### src/rtl/bre_pkg.sv
package bre_pkg;
  typedef enum logic [1:0] {
    ST_IDLE = 2'd0,
    ST_WAIT = 2'd1,
    ST_PKA  = 2'd2,
    ST_PKB  = 2'd3
  } bre_state_e;

  localparam logic [2:0] MT_UC = 3'd0;
  localparam logic [2:0] MT_WC = 3'd1;
  localparam logic [2:0] MT_WT = 3'd4;
  localparam logic [2:0] MT_WP = 3'd5;
  localparam logic [2:0] MT_WB = 3'd6;

  localparam logic [1:0] LEN_LINE = 2'b11;
endpackage

### src/rtl/bre_attr.sv
module bre_attr
  import bre_pkg::*;
#(
  parameter int BE_W = 8
) (
  input  logic [2:0]      mtype,
  input  logic [1:0]      len_in,
  input  logic [BE_W-1:0] be_in,
  output logic [1:0]      len_out,
  output logic [BE_W-1:0] be_out,
  output logic            illegal
);
  always_comb begin
    len_out = len_in;
    be_out  = be_in;
    illegal = 1'b0;
    case (mtype)
      MT_WB: begin
        len_out = LEN_LINE;
        be_out  = '1;
        illegal = (len_in != LEN_LINE);
      end
      MT_UC, MT_WC, MT_WT, MT_WP: begin
        len_out = len_in;
        be_out  = be_in;
      end
      default: illegal = 1'b1;
    endcase
  end
endmodule

### src/rtl/bre_ctrl.sv
module bre_ctrl
  import bre_pkg::*;
(
  input  logic       clk,
  input  logic       rst_n,
  input  logic       req_valid,
  input  logic       illegal,
  input  logic       grant,
  output bre_state_e st,
  output logic       capture,
  output logic       err
);
  bre_state_e st_nxt;
  logic       err_nxt;

  always_comb begin
    st_nxt  = st;
    capture = 1'b0;
    err_nxt = 1'b0;
    case (st)
      ST_IDLE: begin
        if (req_valid) begin
          if (illegal) begin
            err_nxt = 1'b1;
          end else begin
            capture = 1'b1;
            st_nxt  = ST_WAIT;
          end
        end
      end
      ST_WAIT: if (grant) st_nxt = ST_PKA;
      ST_PKA:  st_nxt = ST_PKB;
      ST_PKB:  st_nxt = ST_IDLE;
      default: st_nxt = ST_IDLE;
    endcase
  end

  always_ff @(posedge clk or negedge rst_n) begin
    if (!rst_n) begin
      st  <= ST_IDLE;
      err <= 1'b0;
    end else begin
      st  <= st_nxt;
      err <= err_nxt;
    end
  end

  // a refusal always answers an offer made one cycle earlier
  assert_err_follows_offer_R8: assert property (@(posedge clk) disable iff (!rst_n)
    err |-> $past(req_valid));
  // packet A is only entered after the grant was sampled
  assert_grant_before_pkta_R7: assert property (@(posedge clk) disable iff (!rst_n)
    (st == ST_PKA) |-> $past(grant));
  // a pending request is never dropped without a grant
  assert_hold_pending_R10: assert property (@(posedge clk) disable iff (!rst_n)
    (st == ST_WAIT && !grant) |=> (st == ST_WAIT));
endmodule

### src/rtl/bre_pack.sv
module bre_pack
  import bre_pkg::*;
#(
  parameter int PA_W    = 36,
  parameter int LO_BITS = 3,
  parameter int BE_W    = 8,
  parameter int IO_W    = 16,
  parameter int REQ_W   = 5,
  localparam int AP_W   = PA_W - LO_BITS
) (
  input  bre_state_e      st,
  input  logic [PA_W-1:0] addr,
  input  logic [1:0]      kind,
  input  logic [2:0]      mtype,
  input  logic [1:0]      len,
  input  logic [BE_W-1:0] be,
  output logic [AP_W-1:0] pin_addr,
  output logic [REQ_W-1:0] pin_req,
  output logic            strobe,
  output logic            busy,
  output logic            done
);
  logic [AP_W-1:0] io_mask;
  logic [AP_W-1:0] line_addr;

  for (genvar g = 0; g < AP_W; g++) begin : g_io_mask
    assign io_mask[g] = ((g + LO_BITS) < IO_W) ? 1'b1 : 1'b0;
  end

  assign line_addr = kind[1] ? (addr[PA_W-1:LO_BITS] & io_mask)
                             : addr[PA_W-1:LO_BITS];

  always_comb begin
    pin_addr = '0;
    pin_req  = '0;
    strobe   = 1'b0;
    busy     = 1'b0;
    done     = 1'b0;
    case (st)
      ST_PKA: begin
        pin_addr     = line_addr;
        pin_req[1:0] = kind;
        strobe       = 1'b1;
        busy         = 1'b1;
      end
      ST_PKB: begin
        pin_addr[2:0]      = mtype;
        pin_addr[3 +: BE_W] = be;
        pin_req[1:0]       = len;
        busy               = 1'b1;
        done               = 1'b1;
      end
      default: ;
    endcase
  end
endmodule

### src/rtl/bus_req_encoder.sv
module bus_req_encoder
  import bre_pkg::*;
#(
  parameter int PA_W    = 36,
  parameter int LO_BITS = 3,
  parameter int BE_W    = 8,
  parameter int IO_W    = 16,
  parameter int REQ_W   = 5,
  localparam int AP_W   = PA_W - LO_BITS
) (
  input  logic              clk,
  input  logic              rst_n,
  input  logic              req_valid,
  input  logic [PA_W-1:0]   req_addr,
  input  logic [1:0]        req_kind,
  input  logic [2:0]        req_mtype,
  input  logic [1:0]        req_len,
  input  logic [BE_W-1:0]   req_be,
  input  logic              bus_grant,
  output logic [AP_W-1:0]   bus_addr,
  output logic [REQ_W-1:0]  bus_req,
  output logic              bus_strobe,
  output logic              bus_busy,
  output logic              req_done,
  output logic              req_err
);
  bre_state_e      st;
  logic            capture;
  logic            illegal;
  logic [1:0]      eff_len;
  logic [BE_W-1:0] eff_be;

  logic [PA_W-1:0] h_addr;
  logic [1:0]      h_kind;
  logic [2:0]      h_mtype;
  logic [1:0]      h_len;
  logic [BE_W-1:0] h_be;

  bre_attr #(.BE_W(BE_W)) u_attr (
    .mtype  (req_mtype),
    .len_in (req_len),
    .be_in  (req_be),
    .len_out(eff_len),
    .be_out (eff_be),
    .illegal(illegal)
  );

  bre_ctrl u_ctrl (
    .clk      (clk),
    .rst_n    (rst_n),
    .req_valid(req_valid),
    .illegal  (illegal),
    .grant    (bus_grant),
    .st       (st),
    .capture  (capture),
    .err      (req_err)
  );

  always_ff @(posedge clk or negedge rst_n) begin
    if (!rst_n) begin
      h_addr  <= '0;
      h_kind  <= '0;
      h_mtype <= '0;
      h_len   <= '0;
      h_be    <= '0;
    end else if (capture) begin
      h_addr  <= req_addr;
      h_kind  <= req_kind;
      h_mtype <= req_mtype;
      h_len   <= eff_len;
      h_be    <= eff_be;
    end
  end

  bre_pack #(
    .PA_W(PA_W), .LO_BITS(LO_BITS), .BE_W(BE_W), .IO_W(IO_W), .REQ_W(REQ_W)
  ) u_pack (
    .st      (st),
    .addr    (h_addr),
    .kind    (h_kind),
    .mtype   (h_mtype),
    .len     (h_len),
    .be      (h_be),
    .pin_addr(bus_addr),
    .pin_req (bus_req),
    .strobe  (bus_strobe),
    .busy    (bus_busy),
    .done    (req_done)
  );

  // packet B always follows the strobed packet A
  assert_b_after_a_R3: assert property (@(posedge clk) disable iff (!rst_n)
    bus_strobe |=> (req_done && !bus_strobe));
  // busy ends after packet B
  assert_busy_ends_R9: assert property (@(posedge clk) disable iff (!rst_n)
    req_done |=> !bus_busy);
  // pins rest at zero outside the request phase
  assert_idle_quiet_R9: assert property (@(posedge clk) disable iff (!rst_n)
    !bus_busy |-> (bus_addr == '0 && bus_req == '0));
  // a write-back packet B always describes a full line
  assert_wb_full_line_R4: assert property (@(posedge clk) disable iff (!rst_n)
    (req_done && h_mtype == MT_WB) |-> (bus_req[1:0] == LEN_LINE && bus_addr[3 +: BE_W] == '1));
endmodule

### config.mk
export PLATFORM = sky130hd
export DESIGN_NAME = bus_req_encoder
export DESIGN_NICKNAME = d
export VERILOG_FILES = /design/src/rtl/bre_pkg.sv /design/src/rtl/bre_attr.sv /design/src/rtl/bre_ctrl.sv /design/src/rtl/bre_pack.sv /design/src/rtl/bus_req_encoder.sv
export SDC_FILE = /design/constraint.sdc
export NUM_CORES = 1
export LEC_CHECK = 0
export BUFFER_PORTS_ARGS = -buffer_cell sky130_fd_sc_hd__buf_2
export CAP_MARGIN = 20
export CELL_PAD_IN_SITES_DETAIL_PLACEMENT = 1
export CELL_PAD_IN_SITES_GLOBAL_PLACEMENT = 1
export CORE_UTILIZATION = 40
export CTS_BUF_LIST = sky130_fd_sc_hd__clkbuf_4 sky130_fd_sc_hd__clkbuf_8
export DETAILED_ROUTE_END_ITERATION = 12
export GPL_ROUTABILITY_DRIVEN = 0
export PLACE_DENSITY = 0.93
export REMOVE_ABC_BUFFERS = 1
export SETUP_SLACK_MARGIN = 0.3
export SLEW_MARGIN = 20
export SYNTH_ARGS = -nofsm -noshare
export SYNTH_HDL_FRONTEND = slang
export SYNTH_SLANG_ARGS = --single-unit
### constraint.sdc
create_clock -name clk -period 3.9 [get_ports clk]
set_input_delay 0.195 -clock clk [delete_from_list [all_inputs] [get_ports clk]]
set_output_delay 0.195 -clock clk [all_outputs]
set_load 0.01 [all_outputs]
### Word-level counts from Yosys, hierarchy flattened

Cells that the tools add are included.

* flip-flop bits (word level): 54
* latch bits: 0
* bits in writable memories: 0
* ROM bits: 0
* input port bits: 55
* output and inout bits: 42
* memories kept: 0

* add/sub/neg operators: 0
* multiply operators: 0
* divide/modulo/power cells: 0
* order comparisons: 0
* equal/unequal tests: 11
* shifts and indexed selects: 0
* mux-type cells: 20
* bitwise logic cells: 0
* reduce and logical (&&, ||, !) cells: 5

Operators by type and width (count)
* two-way mux 33 bit: 1
* two-way mux 22 bit: 1
* one-hot mux 11 bit (2 select lines): 1
* equality test 3 bit, second input constant: 3
* two-way mux 1 bit: 9
* two-way mux 2 bit: 4
* two-way mux 8 bit: 1
* inequality test 2 bit, second input constant: 4
* one-hot mux 2 bit (4 select lines): 1
* equality test 2 bit, second input constant: 2
* one-hot mux 2 bit (2 select lines): 1
* OR reduction 4 bit: 1
* equality test 3 x 1 -> 1 bit, second input constant: 1
* zero test 3 bit: 1
* AND reduction 3 bit: 1
* equality test 2 x 1 -> 1 bit, second input constant: 1
* zero test 2 bit: 1
* one-hot mux 1 bit (2 select lines): 1
* OR reduction 2 bit: 1

### Longest topological paths before layout

Gate-level depths: netlist (run 1).

* depth in word-level cells: 6
* gate-level depth with buffers: 7

### Modules after synthesis

A second synthesis (run 1) with hierarchy kept.

* cell total of the unflattened synthesis: 198
* area, all modules: 2886.5 µm²

Modules (own cells, without submodules)
* bus_req_encoder: instances 1, cells each 108, area an instance 2149.6 µm², sequential area each 1276.2 µm²
* bre_pack: instances 1, cells each 61, area an instance 440.4 µm², sequential area each 0.0 µm²
* bre_ctrl: instances 1, cells each 16, area an instance 198.9 µm², sequential area each 75.1 µm²
* bre_attr: instances 1, cells each 13, area an instance 97.6 µm², sequential area each 0.0 µm²

### Worst setup path before layout (run 1)

No wires, ideal clock.

* path kind: reg2out
* start point: register u_ctrl.st[0]
* end point: output bus_addr[13]
* data arrival time: 1494 ps
* required time: 3705 ps
* setup slack: 2211 ps
* stages on the path, launching flop included: 7
* buffers on the path: 2
* cells stage by stage: dfrtp_1 > inv_1 > ha_1 > clkbuf_1 > nor2b_1 > clkbuf_1 > and2_1

* longest elaborated chain between the ends: 2

RTL lines
* from (decl): RTL line bre_ctrl.sv:9 `output bre_state_e st,`
* from (signal assigned): RTL line bre_ctrl.sv:43 `st <= st_nxt;`
* equality test 2 bit: RTL line bre_pack.sv:39 `case (st)`
* two-way mux 22 bit: RTL line bre_pack.sv:39
* to (decl): RTL line bus_req_encoder.sv:20 `output logic [AP_W-1:0] bus_addr,`

Every way passes these cells.

### Worst setup path in the final report (run 1)

* start point: register u_ctrl.st[0]
* end point: output bus_addr[23]

The elaborated chain is that of the path after synthesis.

==> impl_summary.txt, run 1 <==
----------------------------------------------------
[Timing]
  Setup TNS after final layout ... 0 ns
  Final Setup Violations ... 0
  Hold Fails Final Rpt ... 0
  Max-slew headroom ... 0.509
  Transition time of the tightest slew-check pin ... 0.737 ns
  Timing-limited maximum frequency ... 367 MHz
  RSZ-0062 raised after global routing ... no
  Clock skew ... 0.00837 ns
  Clock period minus worst slack ... 2.72 ns
  Worst Setup Slack, final ... 1.18 ns
  Crit share post-route ... 0.699
  Pins Over Slew Limit ... 0

[Pwr]
  Power Density ... 758 nW/um^2
  Worst-case vdd ir drop ... 479 uV
  PnR Total Power ... 2.23 mW
  Leakage power ... 1.46 nW

[Synthesis]
  Most common flop cell mapped by yosys ... sky130_fd_sc_hd__dfrtp_1
  Number of synthesis warnings ... 0
  Average cell area after synthesis ... 14.0 um^2
  Netlist cell types ... 21
  Count of state elements after synthesis ... 51
  Top area cells in the synthesized netlist ... sky130_fd_sc_hd__dfrtp_1, sky130_fd_sc_hd__mux2_2, sky130_fd_sc_hd__and2_1
  Yosys top cell by area ... sky130_fd_sc_hd__dfrtp_1
  Number of flops mapped to enable cells by yosys ... 0
  Post-synthesis instance area ... 2350 um^2
  Post-synth top area share ... 0.543
  Cell types with the highest counts after synthesis ... sky130_fd_sc_hd__dfrtp_1, sky130_fd_sc_hd__mux2_2, sky130_fd_sc_hd__and2_1, sky130_fd_sc_hd__a22o_1, sky130_fd_sc_hd__o32a_1
  Most used standard cell by instance count after synthesis ... sky130_fd_sc_hd__dfrtp_1
  Proportion of synthesized chip area in sequential cells ... 0.543
  Fraction of synthesis flops using an asynchronous set or reset pin ... 1.00
  Post-Syn Instances ... 168

[Floorplanning]
  Horizontal die dimension ... 78.6 um
  Height of the die ... 78.6 um
  Number of primary I/O pins ... 97
  Effective utilization at floorplan ... 0.422
  Area of the core ... 5570 um^2
  Number of core rows ... 27
  Area of the die ... 6190 um^2

[Drt]
  Via count ... 1686
  Remaining routing DRC violations ... 0
  Final wirelength ... 5300 um
  Number of vias per cell after detailed routing ... 5.16
  Number of DRC violations after detailed-routing iteration 0 ... 48
  DRT antenna net count ... 0
  Post-detailed-route wirelength per cell ... 16.2 um
  DRT Pass-1 Iters ... 4

[Clocking]
  Quantity of gates resized following cts ... 0
  Max Buffers Root-to-Sink ... 2
  CTS root buffer ... sky130_fd_sc_hd__clkbuf_8
  Cts bufs inserted ... 5
  Hold buffer count at cts ... 1
  Total clock sinks ... 51
  Clock latency reported for the late side of the worst-skew pair ... 0.29 ns
  Post-CTS setup buffers ... 0
  Clock slew at the register clock pins of the worst setup and hold paths ... 0.09 ns
  CTS tree ... yes
  H-Tree Depth ... 2

[GRT]
  Total track usage ... 0.185
  Vias in the first global route ... 1808
  Initial antenna violation count ... 0
  Maximum number of pins on one net before global-route repair ... 52
  Global route total overflow ... 0
  Global-route wire length before repair ... 8670 um

[Worst setup path]
  Startpoint types ... register
  Worst setup EP type ... primary output
  Worst Path Arrival ... 2.53 ns
  Required time of the worst setup path ... 3.70 ns
  Critical path peak fanout ... 20
  CP Class ... register to primary output

[Placed design]
  Number of cells in the design after placement ... 318
  Post-DP HPWL ... 3720 um
  Setup Slack @ Placement ... 1.16 ns
  Post-DP Area ... 2830 um^2
  IO buf count ... 90

[Layout]
  Fill cell count ... 619
  Count of non-filler cells in the finished layout ... 327
  Ratio of cells with drive above 1 in the final layout ... 0.553
  Post-layout instance area ... 2940 um^2
  Ant diodes ... 0
  Layout Nets ... 313
  Area grow syn2layout ... 25.2%

[Run status]
  Status ... finished clean

[Hold path]
  Min-Delay Path Class ... primary input to register

[Job]
  Total of max-cap violations ... 0

----------------------------------------------------
where the power goes:
group	switching (mW)	internal, mW	leakage [nW]
clock	0.160	0.169	0.0549
combinational	0.440	0.530	0.808
sequential	0.139	0.792	0.601
cell usage in the layout, fill, tap and decap left out, types with 2 or more instances in the layout:
master                     instances
sky130_fd_sc_hd__dfrtp_1          51
sky130_fd_sc_hd__nand2_1           2
sky130_fd_sc_hd__conb_1            3
sky130_fd_sc_hd__buf_2            89
sky130_fd_sc_hd__o32a_1           11
sky130_fd_sc_hd__clkbuf_8          7
sky130_fd_sc_hd__nor2b_1           2
sky130_fd_sc_hd__mux2_2           29
sky130_fd_sc_hd__mux2_4            9
sky130_fd_sc_hd__ha_1              4
sky130_fd_sc_hd__and2_1           22
sky130_fd_sc_hd__a22o_1           13
sky130_fd_sc_hd__inv_1             2
cells by family after synthesis:
family          synth area share
compound gates             0.107
fa+ha+maj                 0.0213
buf+inv                   0.0469
flops                      0.543
mux                        0.196
other cells              0.00160
simple gates              0.0841
layer usage:
metal / track usage / part of all wire / wire length [um] / up-vias
met2: 0.333 / 0.50 / 2660 / 65
li1: - / - / - / 770
met4: 0.0444 / 0.0087 / 46 / 0
met3: 0.0512 / 0.065 / 345 / 5
met1: 0.217 / 0.42 / 2240 / 846
met5: 0 / 0 / 0 / -
cell type report:
cell class,count,area [um^2],area share
Multi-Input combinational cell,102,981,0.333
Tap cell,72,90.1,0.0306
Clock buffer,8,104,0.0353
Inverter,2,7.51,0.00255
Sequential cell,51,1280,0.434
Timing Repair Buffer,92,483,0.164
sequential cells by signal, indices dropped and copies added, names as in the netlist:
| signal | count |
|---|---|
| u_ctrl.err | 1 |
| h_addr | 33 |
| h_mtype | 3 |
| h_kind | 2 |
| h_len | 2 |
| u_ctrl.st | 2 |
| h_be | 8 |
path summary, 6_finish.rpt:
path                              startpoint            to  slack (ns)  cells past startpoint
worst min register to register    h_addr[20]    h_addr[20]        0.50                      1
worst max-delay path            u_ctrl.st[0]  bus_addr[23]        1.18                      5
min in group asynchronous              rst_n    h_addr[21]        0.49                      2
worst min-delay path            req_addr[14]    h_addr[14]        0.13                      2
worst max register to register  u_ctrl.st[0]    h_addr[18]        1.40                      6
max in group asynchronous              rst_n    h_addr[11]        2.97                      2
metrics by stage:
| stage | hold slack [ns] | utilization |
|---|---|---|
| after floorplan | -0.101 | - |
| after global placement | 0.427 | 0.506 |
| after detailed placement | 0.272 | 0.507 |
| after CTS | 0.115 | 0.527 |
| after global routing | 0.110 | 0.528 |
| final | 0.125 | 0.528 |
critical path: stages (launching register included):
cell                      delay [ns]
sky130_fd_sc_hd__dfrtp_1        0.43
sky130_fd_sc_hd__inv_1          0.10
sky130_fd_sc_hd__ha_1           0.64
sky130_fd_sc_hd__nor2b_2        0.70
sky130_fd_sc_hd__and2_1         0.23
sky130_fd_sc_hd__buf_2          0.13
(Power assumes the default switching activity.)
==> run 2, diff against run 1 <==
CORE_UTILIZATION = 39   (was 40)
PLACE_DENSITY = 0.92   (was 0.93)
clock period = 2.75 ns   (was 3.9 ns; I/O delays follow)
==> impl_summary.txt, run 2 (synthesis results as in run 1) <==
----------------------------------------------------
[Run status]
  Status ... finished clean

[Layout]
  Count of non-filler cells in the finished layout ... 331 (+1.2%)
  Biggest register ... h_addr
  Layout Nets ... 317 (+1.3%)
  Register area ... 1280 um^2 (unchanged)
  Area grow syn2layout ... 25.8%
  Ant diodes ... 0 (unchanged)
  Number of flip-flops in the largest register ... 33 (unchanged)
  Fill cell count ... 627 (+1.3%)
  Registers with the most flip-flops ... h_addr: 33 flops, h_be: 8 flops, h_mtype: 3 flops
  Most used cells in the layout excluding fill and tap cells ... sky130_fd_sc_hd__buf_2, sky130_fd_sc_hd__dfrtp_1, sky130_fd_sc_hd__mux2_2
  Area occupied by multi-input gates ... 978 um^2 (-0.26%)
  Utilization after layout ... 0.524 (-0.00366)
  Ratio of cells with drive above 1 in the final layout ... 0.556 (+0.00304)
  Commonest non-fill, non-tap cell in the layout ... sky130_fd_sc_hd__buf_2

[Timing]
  Clock skew ... 0.00370 ns (-0.00467 ns)
  Timing-limited maximum frequency ... 474 MHz
  Final Setup Violations ... 0 (unchanged)
  Hold Fails Final Rpt ... 0 (unchanged)
  RSZ-0062 raised after global routing ... no
  Max-slew headroom ... 0.578 (+0.0688)
  Clock period minus worst slack ... 2.11 ns
  Transition time of the tightest slew-check pin ... 0.634 ns (-0.103 ns)
  Crit share post-route ... 0.767
  Pins Over Slew Limit ... 0 (unchanged)

[Clocking]
  CTS tree ... yes
  Quantity of gates resized following cts ... 0 (unchanged)
  Total clock sinks ... 51 (unchanged)
  CTS root buffer ... sky130_fd_sc_hd__clkbuf_8
  Post-CTS setup buffers ... 0 (unchanged)
  H-Tree Depth ... 2 (unchanged)
  Clock latency reported for the late side of the worst-skew pair ... 0.29 ns (about the same)
  Clock slew at the register clock pins of the worst setup and hold paths ... 0.09 ns (about the same)
  Hold buffer count at cts ... 1 (unchanged)
  Max Buffers Root-to-Sink ... 2 (unchanged)
  Cts bufs inserted ... 5 (unchanged)

[Worst setup path]
  Worst reg-to-reg path cell count ... 6 (unchanged)
  Startpoint types ... register
  CP Class ... register to primary output
  Worst setup EP type ... primary output
  Worst Path Arrival ... 1.97 ns (-0.56 ns)
  Critical path peak fanout ... 20 (unchanged)
  Worst reg2reg startpoint ... u_ctrl.st[1]
  Required time of the worst setup path ... 2.61 ns (-1.09 ns)
  Worst reg-to-reg setup slack ... 0.85 ns (-0.55 ns)
  Critical R2R Capture ... h_addr[33]

[GRT]
  Vias in the first global route ... 1758 (-2.8%)
  Initial antenna violation count ... 0 (unchanged)
  Total track usage ... 0.176 (-0.00918)
  Global route total overflow ... 0 (unchanged)
  Maximum number of pins on one net before global-route repair ... 52 (unchanged)
  Global-route wire length before repair ... 8530 um (-1.7%)

[Placed design]
  IO buf count ... 90 (unchanged)
  Post-DP HPWL ... 3850 um (+3.4%)
  Number of cells in the design after placement ... 322 (+1.3%)

[Hold path]
  Startpoint of the worst hold path ... req_addr[5]
  Min-Delay Path Class ... primary input to register
  Worst hold path stage count ... 2 (unchanged)
  Worst hold path endpoint ... h_addr[5]

[Floorplanning]
  Height of the die ... 79.6 um (+1.2%)
  Effective utilization at floorplan ... 0.417 (-0.00505)
  Area of the core ... 5640 um^2 (+1.2%)
  Number of primary I/O pins ... 97 (unchanged)
  Area of the die ... 6340 um^2 (+2.5%)
  Horizontal die dimension ... 79.6 um (+1.2%)
  Number of core rows ... 27 (unchanged)

[Drt]
  Post-detailed-route wirelength per cell ... 15.9 um (-1.6%)
  Number of vias per cell after detailed routing ... 4.98 (-3.4%)
  Final wirelength ... 5280 um (-0.40%)
  Remaining routing DRC violations ... 0 (unchanged)
  Number of DRC violations after detailed-routing iteration 0 ... 41 (-15%)
  DRT Pass-1 Iters ... 3 (-1)
  DRT antenna net count ... 0 (unchanged)
  Via count ... 1648 (-2.3%)

[Job]
  Total of max-cap violations ... 0 (unchanged)

[Pwr]
  Leakage power ... 1.48 nW (+1.1%)
  Worst-case vdd ir drop ... 510 uV (+6.5%)
  Power Density ... 1080 nW/um^2 (+42%)

----------------------------------------------------
==> run 2: cell types whose count changed in the layout (fill, tap and decap cells not counted) <==
cell,before,now
sky130_fd_sc_hd__nor2b_1,2,3
sky130_fd_sc_hd__buf_4,1,6
sky130_fd_sc_hd__nor2b_2,1,0
sky130_fd_sc_hd__buf_12,1,0
==> run 2: report_power, final <==
group | switching, mW | internal [mW] | total, mW
Combinational | 0.630 | 0.770 | 1.40
Clock | 0.226 | 0.240 | 0.466
Sequential | 0.196 | 1.12 | 1.32
==> run 2: metal layers <==
layer  share of wire  vias up  global-route usage
met4          0.0025        0              0.0545
li1                -      774                   -
met3           0.051        2              0.0331
met5               0        -                   0
met2            0.53       58               0.303
met1            0.42      814               0.223
==> run 2: worst max-delay path by stage <==
stage / from / end / slack, ns / cells past startpoint
CTS: u_ctrl.st[0] / bus_addr[17] / 0.65 / 6
global route: u_ctrl.st[0] / bus_addr[14] / 0.50 / 6
global placement: u_ctrl.st[0] / h_addr[17] / 0.97 / 6
finish: u_ctrl.st[0] / bus_addr[17] / 0.64 / 6
detailed placement: u_ctrl.st[1] / h_addr[21] / 0.85 / 6
floorplan: u_ctrl.st[0] / h_addr[10] / -0.09 / 5
==> run 2: final cells by class <==
| type | instances | area share |
|---|---|---|
| flip-flops and latches | 51 | 0.432 |
| multi-input cells | 102 | 0.331 |
| repair buffers | 96 | 0.169 |
| clock buffers | 8 | 0.0351 |
| well taps | 72 | 0.0305 |
| inverters | 2 | 0.00254 |
==> run 2: critical path, stage by stage (launching register included) <==
cell	delay, ns
sky130_fd_sc_hd__dfrtp_1	0.43
sky130_fd_sc_hd__inv_1	0.10
sky130_fd_sc_hd__ha_1	0.46
sky130_fd_sc_hd__nor2b_1	0.19
sky130_fd_sc_hd__buf_4	0.22
sky130_fd_sc_hd__and2_1	0.16
sky130_fd_sc_hd__buf_2	0.13
==> run 2: stage by stage <==
step | setup slack [ns] | hold WS [ns] | power, mW | area [um^2] | TNS (ns)
2_1_floorplan | -0.0915 | -0.158 | 2.21 | 2250 | -2.61
3_3_place_gp | 0.967 | 0.370 | 2.67 | 2840 | 0
3_5_place_dp | 0.855 | 0.206 | 2.76 | 2840 | 0
4_1_cts | 0.647 | 0.0611 | 3.24 | 2960 | 0
5_1_grt | 0.501 | 0.0613 | 3.43 | 2960 | 0
6_report | 0.641 | 0.0722 | 3.18 | 2960 | 0
